## src/rtl/hpc_pkg.sv

```systemverilog
package hpc_pkg;
  localparam int CNT_W     = 64;
  localparam int HALF_W    = 32;
  localparam int NHALF     = CNT_W / HALF_W;
  localparam int OF_BIT    = CNT_W - 1;
  localparam int NUM_MODES = 5;
  localparam int INH_TOP   = OF_BIT - 1;

  typedef enum logic [2:0] {
    PRIV_M  = 3'd0,
    PRIV_S  = 3'd1,
    PRIV_U  = 3'd2,
    PRIV_VS = 3'd3,
    PRIV_VU = 3'd4
  } priv_e;

  // writable selector bits: flag, inhibits, event code
  function automatic logic [CNT_W-1:0] sel_wmask(input int evt_w);
    logic [CNT_W-1:0] m;
    m = '0;
    for (int b = 0; b < CNT_W; b++) begin
      if (b >= INH_TOP - NUM_MODES + 1 || b < evt_w) m[b] = 1'b1;
    end
    return m;
  endfunction
endpackage

```

## src/rtl/hpc_mode_gate.sv

```systemverilog
module hpc_mode_gate
  import hpc_pkg::*;
#(
  parameter int NUM_EVT = 15,
  parameter int EVT_W   = 4
) (
  input  logic [NUM_EVT-1:0]   evt_i,
  input  logic [EVT_W-1:0]     code_i,
  input  logic [NUM_MODES-1:0] inh_i,
  input  logic [2:0]           priv_i,
  output logic                 en_o
);
  logic [NUM_EVT-1:0]   pick;
  logic [NUM_MODES-1:0] blocked;

  // code k (k>=1) routes event line k-1; code 0 routes nothing
  for (genvar k = 0; k < NUM_EVT; k++) begin : g_pick
    assign pick[k] = evt_i[k] && (code_i == EVT_W'(k + 1));
  end

  // a set inhibit bit blocks only its own privilege level
  for (genvar m = 0; m < NUM_MODES; m++) begin : g_mode
    assign blocked[m] = inh_i[m] && (priv_i == 3'(m));
  end

  assign en_o = (|pick) && !(|blocked);
endmodule

```

## src/rtl/hpc_count_reg.sv

```systemverilog
module hpc_count_reg
  import hpc_pkg::*;
(
  input  logic              clk,
  input  logic              rst_n,
  input  logic [NHALF-1:0]  wr_half_i,
  input  logic [HALF_W-1:0] wdata_i,
  input  logic              inc_i,
  output logic [CNT_W-1:0]  cnt_o,
  output logic              ovf_o
);
  logic [CNT_W-1:0] cnt_q, cnt_d;
  logic             any_wr;

  assign any_wr = |wr_half_i;

  always_comb begin
    cnt_d = cnt_q;
    if (any_wr) begin
      // software write wins; a coincident event is dropped
      for (int h = 0; h < NHALF; h++) begin
        if (wr_half_i[h]) cnt_d[h*HALF_W +: HALF_W] = wdata_i;
      end
    end else if (inc_i) begin
      cnt_d = cnt_q + CNT_W'(1);
    end
  end

  always_ff @(posedge clk) begin
    if (!rst_n) cnt_q <= '0;
    else        cnt_q <= cnt_d;
  end

  assign cnt_o = cnt_q;
  assign ovf_o = inc_i && !any_wr && (&cnt_q);
endmodule

```

## src/rtl/hpc_sel_reg.sv

```systemverilog
module hpc_sel_reg
  import hpc_pkg::*;
#(
  parameter int EVT_W = 4
) (
  input  logic              clk,
  input  logic              rst_n,
  input  logic [NHALF-1:0]  wr_half_i,
  input  logic [HALF_W-1:0] wdata_i,
  input  logic              ovf_i,
  output logic [CNT_W-1:0]  sel_o,
  output logic              irq_o
);
  localparam logic [CNT_W-1:0] WMASK = sel_wmask(EVT_W);
  localparam int               OF_HALF = OF_BIT / HALF_W;

  logic [CNT_W-1:0] sel_q, sel_d;
  logic             irq_q, irq_d;

  always_comb begin
    sel_d = sel_q;
    irq_d = 1'b0;
    for (int h = 0; h < NHALF; h++) begin
      if (wr_half_i[h])
        sel_d[h*HALF_W +: HALF_W] = wdata_i & WMASK[h*HALF_W +: HALF_W];
    end
    // a flag-half write in the same cycle keeps its value, no request
    if (ovf_i && !sel_q[OF_BIT] && !wr_half_i[OF_HALF]) begin
      sel_d[OF_BIT] = 1'b1;
      irq_d         = 1'b1;
    end
  end

  always_ff @(posedge clk) begin
    if (!rst_n) begin
      sel_q <= '0;
      irq_q <= 1'b0;
    end else begin
      sel_q <= sel_d;
      irq_q <= irq_d;
    end
  end

  assign sel_o = sel_q;
  assign irq_o = irq_q;
endmodule

```

## src/rtl/hpc_unit.sv

```systemverilog
module hpc_unit
  import hpc_pkg::*;
#(
  parameter int NUM_EVT = 15
) (
  input  logic               clk,
  input  logic               rst_n,
  input  logic [NUM_EVT-1:0] evt_i,
  input  logic [2:0]         priv_i,
  input  logic               csr_we_i,
  input  logic               csr_reg_i,
  input  logic               csr_hi_i,
  input  logic [31:0]        csr_wdata_i,
  output logic [31:0]        csr_rdata_o,
  output logic [63:0]        cnt_o,
  output logic [63:0]        sel_o,
  output logic               of_o,
  output logic               irq_o
);
  localparam int EVT_W = $clog2(NUM_EVT + 1);

  logic [NHALF-1:0]     half_hit;
  logic [NHALF-1:0]     cnt_wr, sel_wr;
  logic [NUM_MODES-1:0] inh;
  logic                 inc, ovf;

  for (genvar h = 0; h < NHALF; h++) begin : g_half
    assign half_hit[h] = (csr_hi_i == 1'(h));
    assign cnt_wr[h]   = csr_we_i && !csr_reg_i && half_hit[h];
    assign sel_wr[h]   = csr_we_i &&  csr_reg_i && half_hit[h];
  end

  // inhibit bits run downward from just below the flag, M first
  for (genvar m = 0; m < NUM_MODES; m++) begin : g_inh
    assign inh[m] = sel_o[INH_TOP - m];
  end

  hpc_mode_gate #(.NUM_EVT(NUM_EVT), .EVT_W(EVT_W)) u_gate (
    .evt_i  (evt_i),
    .code_i (sel_o[EVT_W-1:0]),
    .inh_i  (inh),
    .priv_i (priv_i),
    .en_o   (inc)
  );

  hpc_count_reg u_cnt (
    .clk       (clk),
    .rst_n     (rst_n),
    .wr_half_i (cnt_wr),
    .wdata_i   (csr_wdata_i),
    .inc_i     (inc),
    .cnt_o     (cnt_o),
    .ovf_o     (ovf)
  );

  hpc_sel_reg #(.EVT_W(EVT_W)) u_sel (
    .clk       (clk),
    .rst_n     (rst_n),
    .wr_half_i (sel_wr),
    .wdata_i   (csr_wdata_i),
    .ovf_i     (ovf),
    .sel_o     (sel_o),
    .irq_o     (irq_o)
  );

  assign of_o = sel_o[OF_BIT];

  always_comb begin
    csr_rdata_o = '0;
    for (int h = 0; h < NHALF; h++) begin
      if (half_hit[h])
        csr_rdata_o = csr_reg_i ? sel_o[h*HALF_W +: HALF_W]
                                : cnt_o[h*HALF_W +: HALF_W];
    end
  end
endmodule

```

## config.mk

```make
export PLATFORM = sky130hd
export DESIGN_NAME = hpc_unit
export DESIGN_NICKNAME = d
export VERILOG_FILES = /design/src/rtl/hpc_pkg.sv /design/src/rtl/hpc_mode_gate.sv /design/src/rtl/hpc_count_reg.sv /design/src/rtl/hpc_sel_reg.sv /design/src/rtl/hpc_unit.sv
export SDC_FILE = /design/constraint.sdc
export NUM_CORES = 1
export LEC_CHECK = 0
export CELL_PAD_IN_SITES_DETAIL_PLACEMENT = 0
export CELL_PAD_IN_SITES_GLOBAL_PLACEMENT = 2
export CORE_ASPECT_RATIO = 1.1
export CORE_MARGIN = 3
export CORE_UTILIZATION = 27
export CTS_BUF_LIST = sky130_fd_sc_hd__clkbuf_8
export DETAILED_ROUTE_END_ITERATION = 7
export GPL_TIMING_DRIVEN = 0
export MAX_ROUTING_LAYER = met4
export PLACE_DENSITY_LB_ADDON = 0.1
export SYNTH_ARGS = -nofsm -noshare
export SYNTH_HDL_FRONTEND = slang
export SYNTH_SLANG_ARGS = --single-unit
```

## constraint.sdc

```tcl
create_clock -name clk -period 7.4 [get_ports clk]
set_input_delay 2.22 -clock clk [delete_from_list [all_inputs] [get_ports clk]]
set_output_delay 2.22 -clock clk [all_outputs]
set_load 0.1 [all_outputs]
```

==> results of run 1 <==
state kept, by name, summed over array words and instances (netlist names):
signal,cells
u_cnt.cnt_o,64
u_sel.irq_o,1
u_sel.sel_o,10
what timing repair did:
action,4_1_cts,5_1_grt
setup buffers,0,0
resized for setup,71,4
endpoints found under the setup margin,30,19
hold endpoints to repair,0,0
worst min path at each step:
stage / from / end / slack, ps / depth (start not counted)
after floorplan: u_sel.sel_o[58]$_SDFFE_PN0P_ / u_sel.sel_o[58]$_SDFFE_PN0P_ / 900 / 2
after global placement: u_sel.sel_o[58]$_SDFFE_PN0P_ / u_sel.sel_o[58]$_SDFFE_PN0P_ / 480 / 2
after detailed placement: u_sel.sel_o[58]$_SDFFE_PN0P_ / u_sel.sel_o[58]$_SDFFE_PN0P_ / 480 / 2
after CTS: u_sel.sel_o[58]$_SDFFE_PN0P_ / u_sel.sel_o[58]$_SDFFE_PN0P_ / 490 / 2
after global routing: u_sel.sel_o[61]$_SDFFE_PN0P_ / u_sel.sel_o[61]$_SDFFE_PN0P_ / 510 / 2
final: u_sel.sel_o[58]$_SDFFE_PN0P_ / u_sel.sel_o[58]$_SDFFE_PN0P_ / 500 / 2
worst reg2reg max path, stage by stage (launching register included):
cell and delay, ps:
dfxtp_1 340, clkbuf_1 420, nand4_1 320, nor4_1 770
nand2_1 300, nor4_1 430, o21ai_0 140, a32o_1 290
cell type report:
type | instances | area (µm²)
Multi-Input combinational cell | 655 | 3930
Clock buffer | 10 | 138
Buffer | 119 | 698
Sequential cell | 75 | 1500
Timing Repair Buffer | 161 | 1620
Clock inverter | 6 | 88.8
Inverter | 11 | 41.3
Tap cell | 290 | 363
Fill cell | 2319 | 13100
power breakdown:
group	total, mW	internal (mW)	switching, mW
Combinational	0.532	0.121	0.411
Sequential	0.447	0.418	0.0289
Clock	0.391	0.199	0.192
cells by family (layout without fill, tap and decap cells):
family	after synthesis	after routing	synth area share, %
fa+ha+maj	1	1	0.210
simple gates	331	331	28.3
other cells	1	54	0.0629
buf+inv	130	307	12.3
mux	42	42	7.39
xor+xnor	1	1	0.147
flops	75	75	25.2
compound gates	226	226	26.5
routing by layer:
layer | up-vias | track usage [%] | part of all wire (%)
met5 | - | - | 0
met2 | 435 | 43.3 | 46
met1 | 3454 | 34.4 | 42
met4 | 0 | 12.7 | 4.5
li1 | 3353 | - | -
met3 | 90 | 3.40 | 7.6
cells in the final DEF (no fill, tap or decap), types with 8 or more instances in the layout:
master,instances
a21oi_1,63
a22o_1,8
a31oi_1,8
and2_1,8
buf_2,16
buf_4,59
clkbuf_1,37
clkbuf_8,10
clkdlybuf4s15_2,20
clkdlybuf4s50_1,131
conb_1,54
dfxtp_1,75
dlygate4sd2_1,10
inv_1,10
mux2i_1,35
nand2_1,89
nand3_1,35
nand4_1,31
nor2_1,82
nor3_1,21
nor4_1,9
o21ai_0,31
o221a_2,9
o22ai_1,8
o31ai_1,12
through the flow:
step                worst slack, ps  power (mW)  instances
CTS                            25.9        1.37       1327
global placement               -550       0.986       1311
floorplan                      59.9       0.832        860
finish                          277        1.37       1327
global route                    124        1.40       1327
detailed placement             -548       0.984       1311
==> flow_summary_export.csv, run 1 <==
group,metric,value,unit
worst_setup_path,critical_path_arrival,4900,ps
worst_setup_path,crit_path_start,"csr_reg_i",
final_layout,utilization,39.0,%
logic_synthesis,synth_top_area_share,25.2,%
cts,clkSlewWorstSetupHoldPaths,90,ps
detailed_routing,drtPass1Iterations,5,
timing,fmax,140,MHz
final_layout,area_growth,40.6,%
global_route,grt_pass1_vias,7094,
timing,fin_worst_skew,9.66,ps
logic_synthesis,synth-main-ff-cell,"dfxtp_1",
timing,final_max_slew_viol_count,0,
worst_setup_path,criticalPathCategory,"in -> out",
worst_setup_path,crit_cells,6,
detailed_routing,via_per_inst,5.53,
outcome,outcome,"finished, final reports clean",
cts,clock_path_buffers,2,
die,die_w,148,µm
power_and_ir_drop,p_leak,2.98,nW
logic_synthesis,yosysSeqAreaShare,25.2,%
global_route,grt_max_degree,14,
logic_synthesis,synth_edf_count,0,
logic_synthesis,syn-cell-area,0.00596,mm²
global_route,antenna_found_initial,0,
logic_synthesis,yosys_register_bits,75,
die,die_y,162,µm
timing,rsz0062_at_grt,"false",
detailed_routing,wire_per_inst,24.8,µm
worst_setup_path,reg2reg_to,"u_cnt.cnt_o[61]$_SDFFE_PN0P_",
logic_synthesis,avgSynthCellArea,7.39,µm²
logic_synthesis,synthArstFlopShare,0,%
min_path,holdCritPathClass,"reg -> reg",
logic_synthesis,ys_top_cells_by_count,"nand2_1 (89), nor2_1 (82), dfxtp_1 (75)",
die,num_io_pins,217,
power_and_ir_drop,vdd_drop_max,67.8,µV
worst_setup_path,worstSetupStartpointType,"input pin",
logic_synthesis,synth.distinct_cells,79,
cts,cts_max_level,3,
detailed_routing,drt_first_iter_violations,680,
final_layout,layout-drive-gt1-share,14.6,%
global_route,grt_pass1_wl,46.9,mm
worst_setup_path,crit_fanout,10,
worst_setup_path,rr_startpoint,"u_cnt.cnt_o[30]$_SDFFE_PN0P_",
final_layout,diodes,0,
placement,hpwlAfterDp,24.2,mm
timing,relSlewSlack,32.8,%
flow_run,drv_cap,0,
timing,hold_viol_final,0,
global_route,grt_usage,27.2,%
cts,insertion_delay,390,ps
final_layout,fin_nets,1088,
die,coreArea,0.0215,mm²
worst_setup_path,crit_chain,"clkdlybuf4s50_1 -> buf_1 -> clkbuf_2 -> mux2i_1 -> o21ai_0 -> dlygate4sd2_1",
detailed_routing,drcViolationCount,0,
die,rows,56,
worst_setup_path,worst_path_largest_cell_delay,890,ps
die,die_area,0.0239,mm²
worst_setup_path,r2r_cells,7,
die,initial_core_util,27.7,%
worst_setup_path,endpoint_kind,"primary output",
logic_synthesis,yosysWarnings,0,
placement,numPortBuffers,161,
logic_synthesis,yosysMostFrequentCell,"nand2_1",
logic_synthesis,synth_cells,807,
worst_setup_path,slowest_stage,"dlygate4sd2_1",
cts,hold_buffers,0,
placement,place.gp.congestion,0.961,
logic_synthesis,synth_top_cell_by_area,"dfxtp_1",
placement,placed_area,0.00814,mm²
worst_setup_path,path_buf_inv,4,
logic_synthesis,netlist_top_cells_area,"dfxtp_1 (25%), buf_4 (7.4%), mux2i_1 (5.9%), nand2_1 (5.6%), a21oi_1 (5.3%)",
timing,min_period,7120,ps
cts,numCtsBuffers,9,
worst_setup_path,crit_end,"csr_rdata_o[3]",
power_and_ir_drop,powerDensity,163,mW/mm²
detailed_routing,detail-route-antenna-nets,0,
worst_setup_path,critPathRequiredTime,5180,ps
global_route,overflow,0,
worst_setup_path,r2r_slack,4300,ps
timing,fin_setup_tns,0,ps
cts,root_buffer,"clkbuf_8",
timing,whs,496,ps
timing,tightest_slew,1010,ps
timing,fin_crit_sh,96.3,%
detailed_routing,wl,32.8,mm
cts,cts_tree,"yes",
timing,setup_viol,0,
detailed_routing,vias,7332,
worst_setup_path,crit_family,"buffers and inverters",
final_layout,final_area,0.00838,mm²
cts,cts_sinks,75,
Power figures use the tool's default switching activity.
==> run 2: changes to the inputs <==
CORE_MARGIN = not set   (was 3)
PLACE_DENSITY = 0.94   (was not set)
PLACE_DENSITY_LB_ADDON = not set   (was 0.1)
==> run 2 against run 1 <==
Compared with the run above:
- cell area is 0.19% lower
- final cell count unchanged
- wire length shrank 8.0%
- flip-flop and latch count is the same
- critical path depth unchanged
- sequential power about the same
- via count is 1.2% higher
- die area is 5.1% lower
- clock-buffer cell count increased by 3
- sequential share of layout area is essentially flat
- largest power group unchanged
==> flow_summary_export.csv, run 2 (synthesis gave the netlist of run 1 again) <==
group,metric,value,unit
global_route,grt_pass1_wl,43.8,mm
timing,hold_viol_final,0,
global_route,antenna_found_initial,0,
worst_setup_path,r2r_slack,4260,ps
cts,cts_setup_buffers,0,
timing,tightest_slew,1010,ps
final_layout,instances_no_fill,1327,
timing,fmax,139,MHz
detailed_routing,wire_per_inst,22.8,µm
worst_setup_path,crit_path_start,"csr_hi_i",
final_layout,area_growth,40.3,%
detailed_routing,drtPass1Iterations,5,
power_and_ir_drop,powerDensity,165,mW/mm²
power_and_ir_drop,power,1.38,mW
cts,cts_resized,46,
timing,relSlewSlack,32.7,%
worst_setup_path,r2r_cells,7,
flow_run,drv_cap,0,
timing,rsz0062_at_grt,"false",
cts,cts_sinks,75,
worst_setup_path,endpoint_kind,"primary output",
die,coreArea,0.0215,mm²
placement,place.gp.congestion,0.952,
power_and_ir_drop,vdd_drop_max,63.6,µV
cts,clock_path_buffers,2,
final_layout,final_cell_mix,"clkdlybuf4s50_1 (131), nand2_1 (89), nor2_1 (82), dfxtp_1 (75), a21oi_1 (63)",
timing,setup_viol,0,
detailed_routing,vias,7422,
worst_setup_path,crit_family,"buffers and inverters",
die,die_y,158,µm
final_layout,diodes,0,
timing,min_period,7180,ps
min_path,holdPathStages,2,
global_route,grt_max_degree,13,
die,initial_core_util,27.7,%
final_layout,seq_area,0.00150,mm²
final_layout,final_common_cell,"clkdlybuf4s50_1",
final_layout,layout-drive-gt1-share,14.5,%
placement,dpl.cell_count,1311,
worst_setup_path,crit_cells,6,
cts,insertion_delay,390,ps
detailed_routing,drcViolationCount,0,
outcome,outcome,"finished, final reports clean",
min_path,hold_start,"u_sel.sel_o[59]$_SDFFE_PN0P_",
cts,hold_buffers,0,
global_route,overflow,0,
timing,fin_setup_tns,0,ps
timing,fin_crit_sh,97.1,%
final_layout,largest_register_ffs,64,
worst_setup_path,crit_chain,"clkdlybuf4s50_1 -> clkbuf_1 -> clkbuf_1 -> mux2i_1 -> nor2_1 -> clkdlybuf4s15_2",
worst_setup_path,crit_fanout,10,
detailed_routing,wl,30.2,mm
cts,numCtsBuffers,9,
worst_setup_path,critical_path_arrival,4960,ps
timing,final_max_slew_viol_count,0,
placement,pre_cts_ws,-398,ps
die,rows,56,
final_layout,fin_nets,1088,
worst_setup_path,rr_startpoint,"u_cnt.cnt_o[30]$_SDFFE_PN0P_",
power_and_ir_drop,p_leak,3.12,nW
min_path,holdCritPathClass,"reg -> reg",
die,num_io_pins,217,
die,die_area,0.0227,mm²
die,die_w,144,µm
worst_setup_path,reg2reg_to,"u_cnt.cnt_o[61]$_SDFFE_PN0P_",
worst_setup_path,path_buf_inv,4,
placement,hpwlAfterDp,22.5,mm
detailed_routing,detail-route-antenna-nets,0,
detailed_routing,via_per_inst,5.59,
cts,clkSlewWorstSetupHoldPaths,80,ps
final_layout,fill_cells,2269,
placement,numPortBuffers,161,
worst_setup_path,slowest_stage,"clkbuf_1",
cts,root_buffer,"clkbuf_8",
worst_setup_path,criticalPathCategory,"in -> out",
worst_setup_path,worstSetupStartpointType,"input pin",
detailed_routing,drt_first_iter_violations,825,
timing,fin_worst_skew,12.3,ps
final_layout,multi_input_area,0.00393,mm²
global_route,grt_pass1_vias,6921,
worst_setup_path,worst_path_largest_cell_delay,720,ps
global_route,grt_usage,27.3,%
final_layout,utilization,38.9,%
timing,setup_ws,215,ps
cts,cts_tree,"yes",
cts,cts_max_level,3,
worst_setup_path,cp_common_cell,"clkbuf_1",
worst_setup_path,critPathRequiredTime,5180,ps
worst_setup_path,crit_end,"csr_rdata_o[17]",
## run 2: changes by cell type in the layout (fill, tap and decap cells not counted), sizes merged
| cell | change |
|---|---|
| clkbuf | +14 |
| clkdlybuf4s15 | -11 |
| dlygate4sd2 | -9 |
| dlymetal6s2s | +9 |
| clkinv | -2 |
| clkinvlp | -1 |
## run 2: per-layer routing
metal  global-route usage (%)  vias up  part of all wire, %
li1                         -     3358                    -
met1                     33.2     3486                   41
met2                     43.4      477                   46
met3                     3.72      101                  8.4
met4                     14.9        0                  5.0
met5                        -        -                    0
## run 2: worst min path at each step
stage | endpoint
floorplan | u_sel.sel_o[58]$_SDFFE_PN0P_
global placement | u_sel.sel_o[58]$_SDFFE_PN0P_
detailed placement | u_sel.sel_o[59]$_SDFFE_PN0P_
CTS | u_sel.sel_o[59]$_SDFFE_PN0P_
global route | u_sel.sel_o[59]$_SDFFE_PN0P_
finish | u_sel.sel_o[59]$_SDFFE_PN0P_
## run 2: power breakdown
part	switching [mW]	total (mW)	internal, mW
Clock	0.180	0.407	0.227
Sequential	0.0281	0.446	0.418
Combinational	0.405	0.526	0.121
Total	0.613	1.38	0.766
## run 2: stage by stage
step,cell area [µm²],hold slack (ps)
4_1_cts,8390,502
3_5_place_dp,8140,487
3_3_place_gp,8140,491
6_report,8370,501
5_1_grt,8370,538
2_1_floorplan,6160,901
## run 2: area by class of cell
cell class / count / share of cell area [%]
Multi-Input combinational cell: 655 / 47.0
Timing Repair Buffer: 161 / 19.1
Sequential cell: 75 / 17.9
Buffer: 119 / 8.25
Tap cell: 290 / 4.34
Clock buffer: 13 / 2.14
Clock inverter: 3 / 0.808
Inverter: 11 / 0.493
## run 2: tightest hold or removal path, cell delays in order, from the launching register on
cell	delay, ps
dfxtp_1	340
nand2_1	60
a21oi_1	50
